<file path="src/rtl/wdg_pkg.sv">
`timescale 1ns/1ps
package wdg_pkg;
  localparam int unsigned CSR_AW = 2;

  typedef enum logic [CSR_AW-1:0] {
    CSR_CTRL   = 2'd0,
    CSR_OFF_LO = 2'd1,
    CSR_OFF_HI = 2'd2,
    CSR_IDENT  = 2'd3
  } csr_e;

  localparam logic FRAME_REFRESH = 1'b0;
  localparam logic FRAME_CONTROL = 1'b1;

  localparam int unsigned CTRL_EN_BIT = 0;
  localparam int unsigned CTRL_S0_BIT = 1;
  localparam int unsigned CTRL_S1_BIT = 2;
  localparam int unsigned ID_VER_LSB  = 16;

  typedef struct packed {
    logic reload;
    logic clr_s0;
  } wdg_cmd_t;
endpackage

</file>
<file path="src/rtl/wdg_regif.sv">
`timescale 1ns/1ps
module wdg_regif
  import wdg_pkg::*;
#(
  parameter int unsigned DATA_W    = 32,
  parameter int unsigned CNT_W     = 48,
  parameter logic [3:0]  ARCH_VER  = 4'h1,
  parameter logic [10:0] IMPL_CODE = 11'h2A5
) (
  input  logic              clk,
  input  logic              rst_n,
  input  logic              bus_valid,
  input  logic              bus_write,
  input  logic              bus_frame,
  input  logic [CSR_AW-1:0] bus_addr,
  input  logic [DATA_W-1:0] bus_wdata,
  input  logic              s0,
  input  logic              s1,
  output logic              en,
  output logic [CNT_W-1:0]  load_val,
  output wdg_cmd_t          cmd,
  output logic [DATA_W-1:0] rdata,
  output logic              rvalid
);
  localparam int unsigned HI_W = CNT_W - DATA_W;
  localparam logic [DATA_W-1:0] IDENT =
    (DATA_W'(ARCH_VER) << ID_VER_LSB) | DATA_W'(IMPL_CODE);

  logic             wr_any, rd_any, refresh_wr, ctl_wr;
  logic             ctrl_wr, lo_wr, hi_wr, off_live, en_rise;
  logic             en_q;
  logic [CNT_W-1:0] off_q, off_d;
  logic [DATA_W-1:0] rd_next;
  csr_e             sel;

  assign sel        = csr_e'(bus_addr);
  assign wr_any     = bus_valid & bus_write;
  assign rd_any     = bus_valid & ~bus_write;
  assign refresh_wr = wr_any & (bus_frame == FRAME_REFRESH);
  assign ctl_wr     = wr_any & (bus_frame == FRAME_CONTROL);
  assign ctrl_wr    = ctl_wr & (sel == CSR_CTRL);
  assign lo_wr      = ctl_wr & (sel == CSR_OFF_LO);
  assign hi_wr      = ctl_wr & (sel == CSR_OFF_HI);
  assign off_live   = (lo_wr | hi_wr) & en_q;
  assign en_rise    = ctrl_wr & bus_wdata[CTRL_EN_BIT] & ~en_q;

  // Refresh outranks everything downstream: it reloads and clears stage 0.
  assign cmd.reload = refresh_wr | en_rise | off_live;
  assign cmd.clr_s0 = refresh_wr | off_live;

  always_comb begin
    off_d = off_q;
    if (lo_wr) off_d[DATA_W-1:0] = bus_wdata;
    if (hi_wr) off_d[CNT_W-1:DATA_W] = bus_wdata[HI_W-1:0];
  end

  // Counter loads the value being written this cycle, not the stale one.
  assign load_val = off_d;
  assign en       = en_q;

  always_ff @(posedge clk or negedge rst_n) begin
    if (!rst_n) begin
      en_q  <= 1'b0;
      off_q <= '0;
    end else begin
      off_q <= off_d;
      if (ctrl_wr) en_q <= bus_wdata[CTRL_EN_BIT];
    end
  end

  always_comb begin
    rd_next = '0;
    if (bus_frame == FRAME_CONTROL) begin
      unique case (sel)
        CSR_CTRL:   rd_next = DATA_W'({s1, s0, en_q});
        CSR_OFF_LO: rd_next = off_q[DATA_W-1:0];
        CSR_OFF_HI: rd_next = DATA_W'(off_q[CNT_W-1:DATA_W]);
        CSR_IDENT:  rd_next = IDENT;
        default:    rd_next = '0;
      endcase
    end
  end

  always_ff @(posedge clk or negedge rst_n) begin
    if (!rst_n) begin
      rvalid <= 1'b0;
      rdata  <= '0;
    end else begin
      rvalid <= rd_any;
      if (rd_any) rdata <= rd_next;
    end
  end
endmodule

</file>
<file path="src/rtl/wdg_counter.sv">
`timescale 1ns/1ps
module wdg_counter #(
  parameter int unsigned CNT_W = 48
) (
  input  logic             clk,
  input  logic             rst_n,
  input  logic             en,
  input  logic             tick,
  input  logic             reload,
  input  logic [CNT_W-1:0] load_val,
  output logic             expire
);
  logic [CNT_W-1:0] cnt_q;
  logic             at_zero, step;

  assign at_zero = (cnt_q == '0);
  assign step    = en & tick;
  // A reload in the same cycle suppresses the expiry.
  assign expire  = step & at_zero & ~reload;

  always_ff @(posedge clk or negedge rst_n) begin
    if (!rst_n)               cnt_q <= '0;
    else if (reload | expire) cnt_q <= load_val;
    else if (step)            cnt_q <= cnt_q - CNT_W'(1);
  end
endmodule

</file>
<file path="src/rtl/wdg_stage.sv">
`timescale 1ns/1ps
module wdg_stage (
  input  logic clk,
  input  logic rst_n,
  input  logic expire,
  input  logic clr_s0,
  output logic s0,
  output logic s1
);
  always_ff @(posedge clk or negedge rst_n) begin
    if (!rst_n) begin
      s0 <= 1'b0;
      s1 <= 1'b0;
    end else begin
      if (clr_s0)              s0 <= 1'b0;
      else if (expire)         s0 <= 1'b1;
      if (expire & s0 & ~clr_s0) s1 <= 1'b1;
    end
  end
endmodule

</file>
<file path="src/rtl/wdg_two_stage.sv">
`timescale 1ns/1ps
module wdg_two_stage
  import wdg_pkg::*;
#(
  parameter int unsigned DATA_W    = 32,
  parameter int unsigned CNT_W     = 48,
  parameter logic [3:0]  ARCH_VER  = 4'h1,
  parameter logic [10:0] IMPL_CODE = 11'h2A5
) (
  input  logic              clk,
  input  logic              rst_n,
  input  logic              tick_en,
  input  logic              bus_valid,
  input  logic              bus_write,
  input  logic              bus_frame,
  input  logic [1:0]        bus_addr,
  input  logic [DATA_W-1:0] bus_wdata,
  output logic [DATA_W-1:0] bus_rdata,
  output logic              bus_rvalid,
  output logic              ws0_irq,
  output logic              ws1_rst_req
);
  logic             ctrl_en, expire, s0, s1;
  logic [CNT_W-1:0] load_val;
  wdg_cmd_t         cmd;

  wdg_regif #(
    .DATA_W(DATA_W), .CNT_W(CNT_W), .ARCH_VER(ARCH_VER), .IMPL_CODE(IMPL_CODE)
  ) u_regif (
    .clk(clk), .rst_n(rst_n),
    .bus_valid(bus_valid), .bus_write(bus_write), .bus_frame(bus_frame),
    .bus_addr(bus_addr), .bus_wdata(bus_wdata),
    .s0(s0), .s1(s1),
    .en(ctrl_en), .load_val(load_val), .cmd(cmd),
    .rdata(bus_rdata), .rvalid(bus_rvalid)
  );

  wdg_counter #(.CNT_W(CNT_W)) u_counter (
    .clk(clk), .rst_n(rst_n), .en(ctrl_en), .tick(tick_en),
    .reload(cmd.reload), .load_val(load_val), .expire(expire)
  );

  wdg_stage u_stage (
    .clk(clk), .rst_n(rst_n), .expire(expire), .clr_s0(cmd.clr_s0),
    .s0(s0), .s1(s1)
  );

  assign ws0_irq     = s0;
  assign ws1_rst_req = s1;
endmodule

</file>
<file path="config.mk">
export PLATFORM = sky130hd
export DESIGN_NAME = wdg_two_stage
export DESIGN_NICKNAME = d
export VERILOG_FILES = /design/src/rtl/wdg_pkg.sv /design/src/rtl/wdg_regif.sv /design/src/rtl/wdg_counter.sv /design/src/rtl/wdg_stage.sv /design/src/rtl/wdg_two_stage.sv
export SDC_FILE = /design/constraint.sdc
export NUM_CORES = 1
export LEC_CHECK = 0
export ABC_AREA = 1
export BUFFER_PORTS_ARGS = -buffer_cell sky130_fd_sc_hd__buf_2
export CAP_MARGIN = 5
export CORE_MARGIN = 1.5
export CORE_UTILIZATION = 50
export DETAILED_ROUTE_END_ITERATION = 10
export PLACE_DENSITY = 0.71
export SLEW_MARGIN = 20
export SYNTH_ARGS = -nofsm -noshare
export SYNTH_HDL_FRONTEND = slang
export SYNTH_SLANG_ARGS = --single-unit
</file>
<file path="constraint.sdc">
create_clock -name clk -period 2 [get_ports clk]
set_input_delay 0.2 -clock clk [delete_from_list [all_inputs] [get_ports clk]]
set_output_delay 0.2 -clock clk [all_outputs]
set_load 0.01 [all_outputs]
</file>
* Yosys cells after proc, flatten, opt, wreduce, memory -nomap -nowiden *
Index checks and enable logic that the tools add are counted.
W data, S select, Z words.

word-level totals
  input port bits = 40
  register bits after elaboration = 132
  logic and storage cells = 48

cells by class
  $add $sub $neg = 1
  muxes and demuxes = 8
  bitwise gates (word level) = 25
  equal/unequal tests = 3
  reductions and logical operators = 4

operators with widths
  kind                     number
  $pmux W32 S4             1
  $mux W48                 2
  $mux W32                 2
  $logic_not A48 Y1        1
  $sub A48 B1 Y48 const B  1
  $mux W16                 1
  $and A1 B1 Y1            15
  $not A1 Y1               5
  $or A1 B1 Y1             5
  $eq A2 B2 Y1 const B     2
  $reduce_bool A2 Y1       2
  $eq A2 B1 Y1 const B     1
  $logic_not A2 Y1         1
  $mux W1                  2

* Logic depth before layout (Yosys ltp) *
  word-level depth = 11
  gate-level depth with buffers = 12

* Cells and area by module *
Synthesis repeated with hierarchy kept, for this count alone.

unflattened totals
  cell total of the unflattened synthesis = 1039
  area total of the unflattened synthesis = 7342.0 um2

modules (own cells, without submodules)
  module       area an instance (um2)  cells each  instances
  wdg_counter  3872.5                  653         1
  wdg_regif    3395.8                  379         1
  wdg_stage    73.8                    7           1

* Worst setup path before layout *
Ideal clock, no wire load.

  kind = reg2reg
  from = register u_counter.cnt_q[0]
  to = register u_counter.cnt_q[34]
  required time = 1.879 ns
  stages on the path, launching flop included = 12
  setup slack = 0.350 ns
  buffers on the path = 0
  arrival = 1.530 ns
  period minus slack after synthesis = 1.650 ns
  cells stage by stage = dfrtp_1 -> inv_1 -> ha_1 -> nand2_1 -> nor2_2 -> nand2_1 -> nor2_2 -> nand2_1 -> nand2_1 -> nand2_1 -> nand2_1 -> nand2_1

on the way
  cells in the longest elaborated chain, start to end = 5
  elaborated cells on any way between the ends = 8
  those cells by class = add/sub (1); mux (2); bitwise (3); reduce/logical (2)

RTL lines
  what                                                     RTL line           source
  start: declaration                                       wdg_counter.sv:13  logic [CNT_W-1:0] cnt_q;
  start signal: assignment                                 wdg_counter.sv:23  else if (reload | expire) cnt_q <= load_val;
  start signal: assignment                                 wdg_counter.sv:24  else if (step) cnt_q <= cnt_q - CNT_W'(1);
  branches (longest 5 deep; another with $sub A48 B1 Y48)  --

Several ways; the timed one is not identified. The select of a mux whose other input is x is not followed.
A chain may end at the register's enable or synchronous reset.

* Final worst setup path *
  from = input bus_write
  to = register u_counter.cnt_q[13]

on the way
  cells in the longest elaborated chain, start to end = 11
  elaborated cells on any way between the ends = 18
  those cells by class = mux (2); bitwise (15); reduce/logical (1)

RTL lines
  what                                            RTL line             source
  start: declaration                              wdg_two_stage.sv:14  input logic bus_write,
  $and A1 B1 Y1 (*)                               wdg_regif.sv:37      assign wr_any = bus_valid & bus_write;
  $and A1 B1 Y1                                   wdg_regif.sv:40      assign ctl_wr = wr_any & (bus_frame == FRAME_CONTROL);
  $and A1 B1 Y1                                   wdg_regif.sv:41      assign ctrl_wr = ctl_wr & (sel == CSR_CTRL);
  $and A1 B1 Y1 (2 in a row)                      wdg_regif.sv:45      assign en_rise = ctrl_wr & bus_wdata[CTRL_EN_BIT] & ~en_q;
  $or A1 B1 Y1 (2 in a row)                       wdg_regif.sv:48      assign cmd.reload = refresh_wr | en_rise | off_live;
  $not A1 Y1                                      wdg_counter.sv:19    assign expire = step & at_zero & ~reload;
  $and A1 B1 Y1                                   wdg_counter.sv:19
  $or A1 B1 Y1                                    wdg_counter.sv:23
  $mux W48 or $reduce_bool A2 Y1 (tied branches)  --

Every way passes the cells marked *; elsewhere a longest branch is shown, timed or not.

==> results.sh <==
export IMPL_p_per_area_nw_per_um2=1140
export IMPL_yosysMostFrequentCell="nand2_1"
export IMPL_end_kind="flop"
export IMPL_grt_max_degree=52
export IMPL_netlist_top_cells_count="nand2_1 (328), dfrtp_1 (132), nor2_1 (116), inv_1 (102), nand3_1 (97)"
export IMPL_syn_inst=981
export IMPL_finalInstanceArea_um2=8840
export IMPL_insertion_delay_ns=0.43
export IMPL_synth_top_area_share_pct=46.5
export IMPL_cp_top_family="buffers and inverters"
export IMPL_rr_worst_depth=10
export IMPL_rrSetupSlack_ns=0.08
export IMPL_cp_depth=11
export IMPL_synth_edf_count=0
export IMPL_grt_overflow_total=0
export IMPL_postPlaceCellArea_um2=8120
export IMPL_ctsHtreeMaxLevel=4
export IMPL_globalplace_congestion=0.995
export IMPL_track_usage_pct=29.3
export IMPL_synth_nets=1023
export IMPL_worst_setup_path_type="in -> reg"
export IMPL_cpMostUsedCell="nand3_1"
export IMPL_post_route_period_util_pct=96.0
export IMPL_die_y_um=122
export IMPL_postSynthAreaPerCell_um2=7.24
export IMPL_num_vias=7021
export IMPL_reg2reg_to="u_counter.cnt_q[13]"
export IMPL_dp_hpwl_mm=15.0
export IMPL_routed_wirelength_mm=21.0
export IMPL_crit_buf_inv=5
export IMPL_maxSlewHeadroom_pct=57.5
export IMPL_cpMaxStageDelayCell="dlygate4sd3_1"
export IMPL_antenna_found_initial=0
export IMPL_core_area_um2=13900
export IMPL_yosys_area_top_type="dfrtp_1"
export IMPL_finalSetupViolCount=0
export IMPL_hold_violations=0
export IMPL_cpPeakStageDelay_ns=0.54
export IMPL_antenna_cells=0
export IMPL_ys_warn_count=0
export IMPL_portBuffers=74
export IMPL_cts_path_max_buffers=2
export IMPL_endpoint="u_counter.cnt_q[13]"
export IMPL_rows=43
export IMPL_vdd_drop_max_uv=538
export IMPL_tritoncts="built"
export IMPL_cp_cell_sequence="dlygate4sd3_1 > buf_2 > nand3_1 > inv_1 > nand4_1 > nand3_2 > buf_4 > a21oi_2 > buf_4 > nand3_1 > nand3_1"
export IMPL_synth_area_um2=7100
export IMPL_synthFlopType="dfrtp_1"
export IMPL_chipWidth_um=122
export IMPL_route_detailed_drc=0
export IMPL_period_minus_slack_ns=1.92
export IMPL_drive_gt1_share_pct=18.8
export IMPL_cts_root_buf="clkbuf_16"
export IMPL_skew_ns=0.00927
export IMPL_max_freq_ghz=0.521
export IMPL_grt_pass1_vias=6596
export IMPL_vias_per_cell=5.35
export IMPL_r2r_start="u_counter.cnt_q[22]"
export IMPL_io_pins=75
export IMPL_syn2layout_area_growth_pct=24.5
export IMPL_min_delay_start="bus_wdata[25]"
export IMPL_crit_fanout=21
export IMPL_ys_seq_elements=132
export IMPL_ys_async_sr_fraction_pct=100
export IMPL_slew_viol_final=0
export IMPL_nets=1162
export IMPL_dieArea_um2=14900
export IMPL_ys_types=34
export IMPL_critPathLaunchType="input pin"
export IMPL_cts_buffers=17
export IMPL_ant_nets=0
export IMPL_dr_pass1_iters=6
export IMPL_clk_pin_slew_ns=0.06
export IMPL_hold_path_class="in -> reg"
export IMPL_start_util_pct=51.1
export IMPL_synth_seq_area_share_pct=46.5
export IMPL_startpoint="bus_write"
export IMPL_synth_top_cells_by_area="dfrtp_1 (47%), nand2_1 (17%), nand3_1 (6.8%)"
export IMPL_final_setup_tns_ns=0
export IMPL_post_route_util_pct=63.7
export IMPL_p_leak_nw=4.55
export IMPL_outcome="finished clean"
export IMPL_crit_required_ns=2.35
export IMPL_first_iter_violations=553
export IMPL_maxCapViolCount=0
export IMPL_worst_pin_slew_ns=0.636
export IMPL_cts_sinks=132
export IMPL_wl_per_cell_um=16.0
export IMPL_arrival_ns=2.27
export IMPL_rsz0062_at_grt="no"
export IMPL_grt_pass1_wl_mm=33.1
## sequential cells by signal (all words and copies together), names as in the netlist
name / cells
u_stage.s1: 1
u_regif.rvalid: 1
u_regif.en: 1
u_regif.rdata: 32
u_counter.cnt_q: 48
u_stage.s0: 1
u_regif.off_q: 48
## metal layers
metal / global-route usage, % / share of wire [%]
met5: 0 / 0
met4: 12.7 / 3.5
met3: 5.57 / 7.2
met2: 45.8 / 45
met1: 39.8 / 45
## cell families (layout without fill, tap and decap cells)
| family | after synthesis | count (layout) | synth area share, % |
|---|---|---|---|
| AND/OR/NAND/NOR | 573 | 573 | 33.4 |
| buffers and inverters | 138 | 290 | 8.23 |
| flip-flops | 132 | 132 | 46.5 |
| AO/OA/AOI/OAI | 115 | 115 | 8.86 |
| XOR/XNOR | 21 | 21 | 2.59 |
| adder cells (fa/ha/maj) | 2 | 2 | 0.352 |
## placed cells by master, fill, tap and decap left out, drive strengths merged
master       Yosys  final
o211ai           5      5
dlygate4sd3      0      2
nand3           98     98
o31ai            1      1
nor3             3      3
and2             3      3
ha               2      2
a221oi           4      4
clkinv           0      7
buf             18    149
nand3b           1      1
clkinvlp         0      2
a21oi           29     29
dfrtp          132    132
xnor2            7      7
nor2           127    127
o21ai           70     70
bufinv           0      2
nand2          333    333
a32oi            5      5
xor2            14     14
clkbuf          14     23
inv            106    105
nand4            7      7
o22ai            1      1
and3             1      1
## where the power goes
part / switching (mW) / internal, mW
registers: 0.429 / 3.29
clock network: 1.16 / 1.89
logic: 2.04 / 1.24
## through the flow
step | hold WS [ns] | std cells | power (mW) | setup WS [ns]
after CTS | 0.0176 | 1309 | 9.94 | 0.0293
final | 0.0240 | 1313 | 10.1 | 0.0796
after global placement | 0.137 | 1275 | 6.81 | -0.0908
after floorplan | -0.0956 | 981 | 5.62 | 0.350
after global routing | 0.0253 | 1313 | 10.7 | 0.00327
after detailed placement | 0.134 | 1275 | 6.87 | -0.145
## area by class of cell
cell class | instances | area [um2]
fillers | 1251 | 5040
flip-flops and latches | 132 | 3300
multi-input cells | 711 | 3270
repair buffers | 152 | 1060
clock buffers | 22 | 464
inverters | 106 | 407
well taps | 180 | 225
clock inverters | 10 | 106
## worst reg2reg max path, cell delays in order (launching register included)
cell	delay [ns]
dfrtp_1	0.37
nor2_1	0.20
nand2_1	0.14
nor2_2	0.16
nand2_1	0.11
nor2_4	0.13
buf_4	0.14
a21oi_2	0.09
buf_4	0.24
nand3_1	0.12
nand3_1	0.09
## worst min path at each step
stage                         end  slack [ns]  cells after the start
5_1_grt            u_regif.rvalid        0.03                      3
3_3_place_gp    u_regif.rdata[31]        0.14                      1
2_1_floorplan  u_counter.cnt_q[0]        -0.1                      0
4_1_cts            u_regif.rvalid        0.02                      3
3_5_place_dp    u_regif.rdata[31]        0.13                      1
6_report        u_regif.off_q[25]        0.02                      3
## what timing repair did
item / in CTS / in global routing
buffers inserted: 0 / 3
endpoints found under the setup margin: 25 / 35
cloned: 0 / 1
endpoints found under the hold margin: 39 / 0
hold buffers: 2 / 0
resized for setup: 2 / 24
pin swaps: 0 / 0
Power figures use the tool's default switching activity.
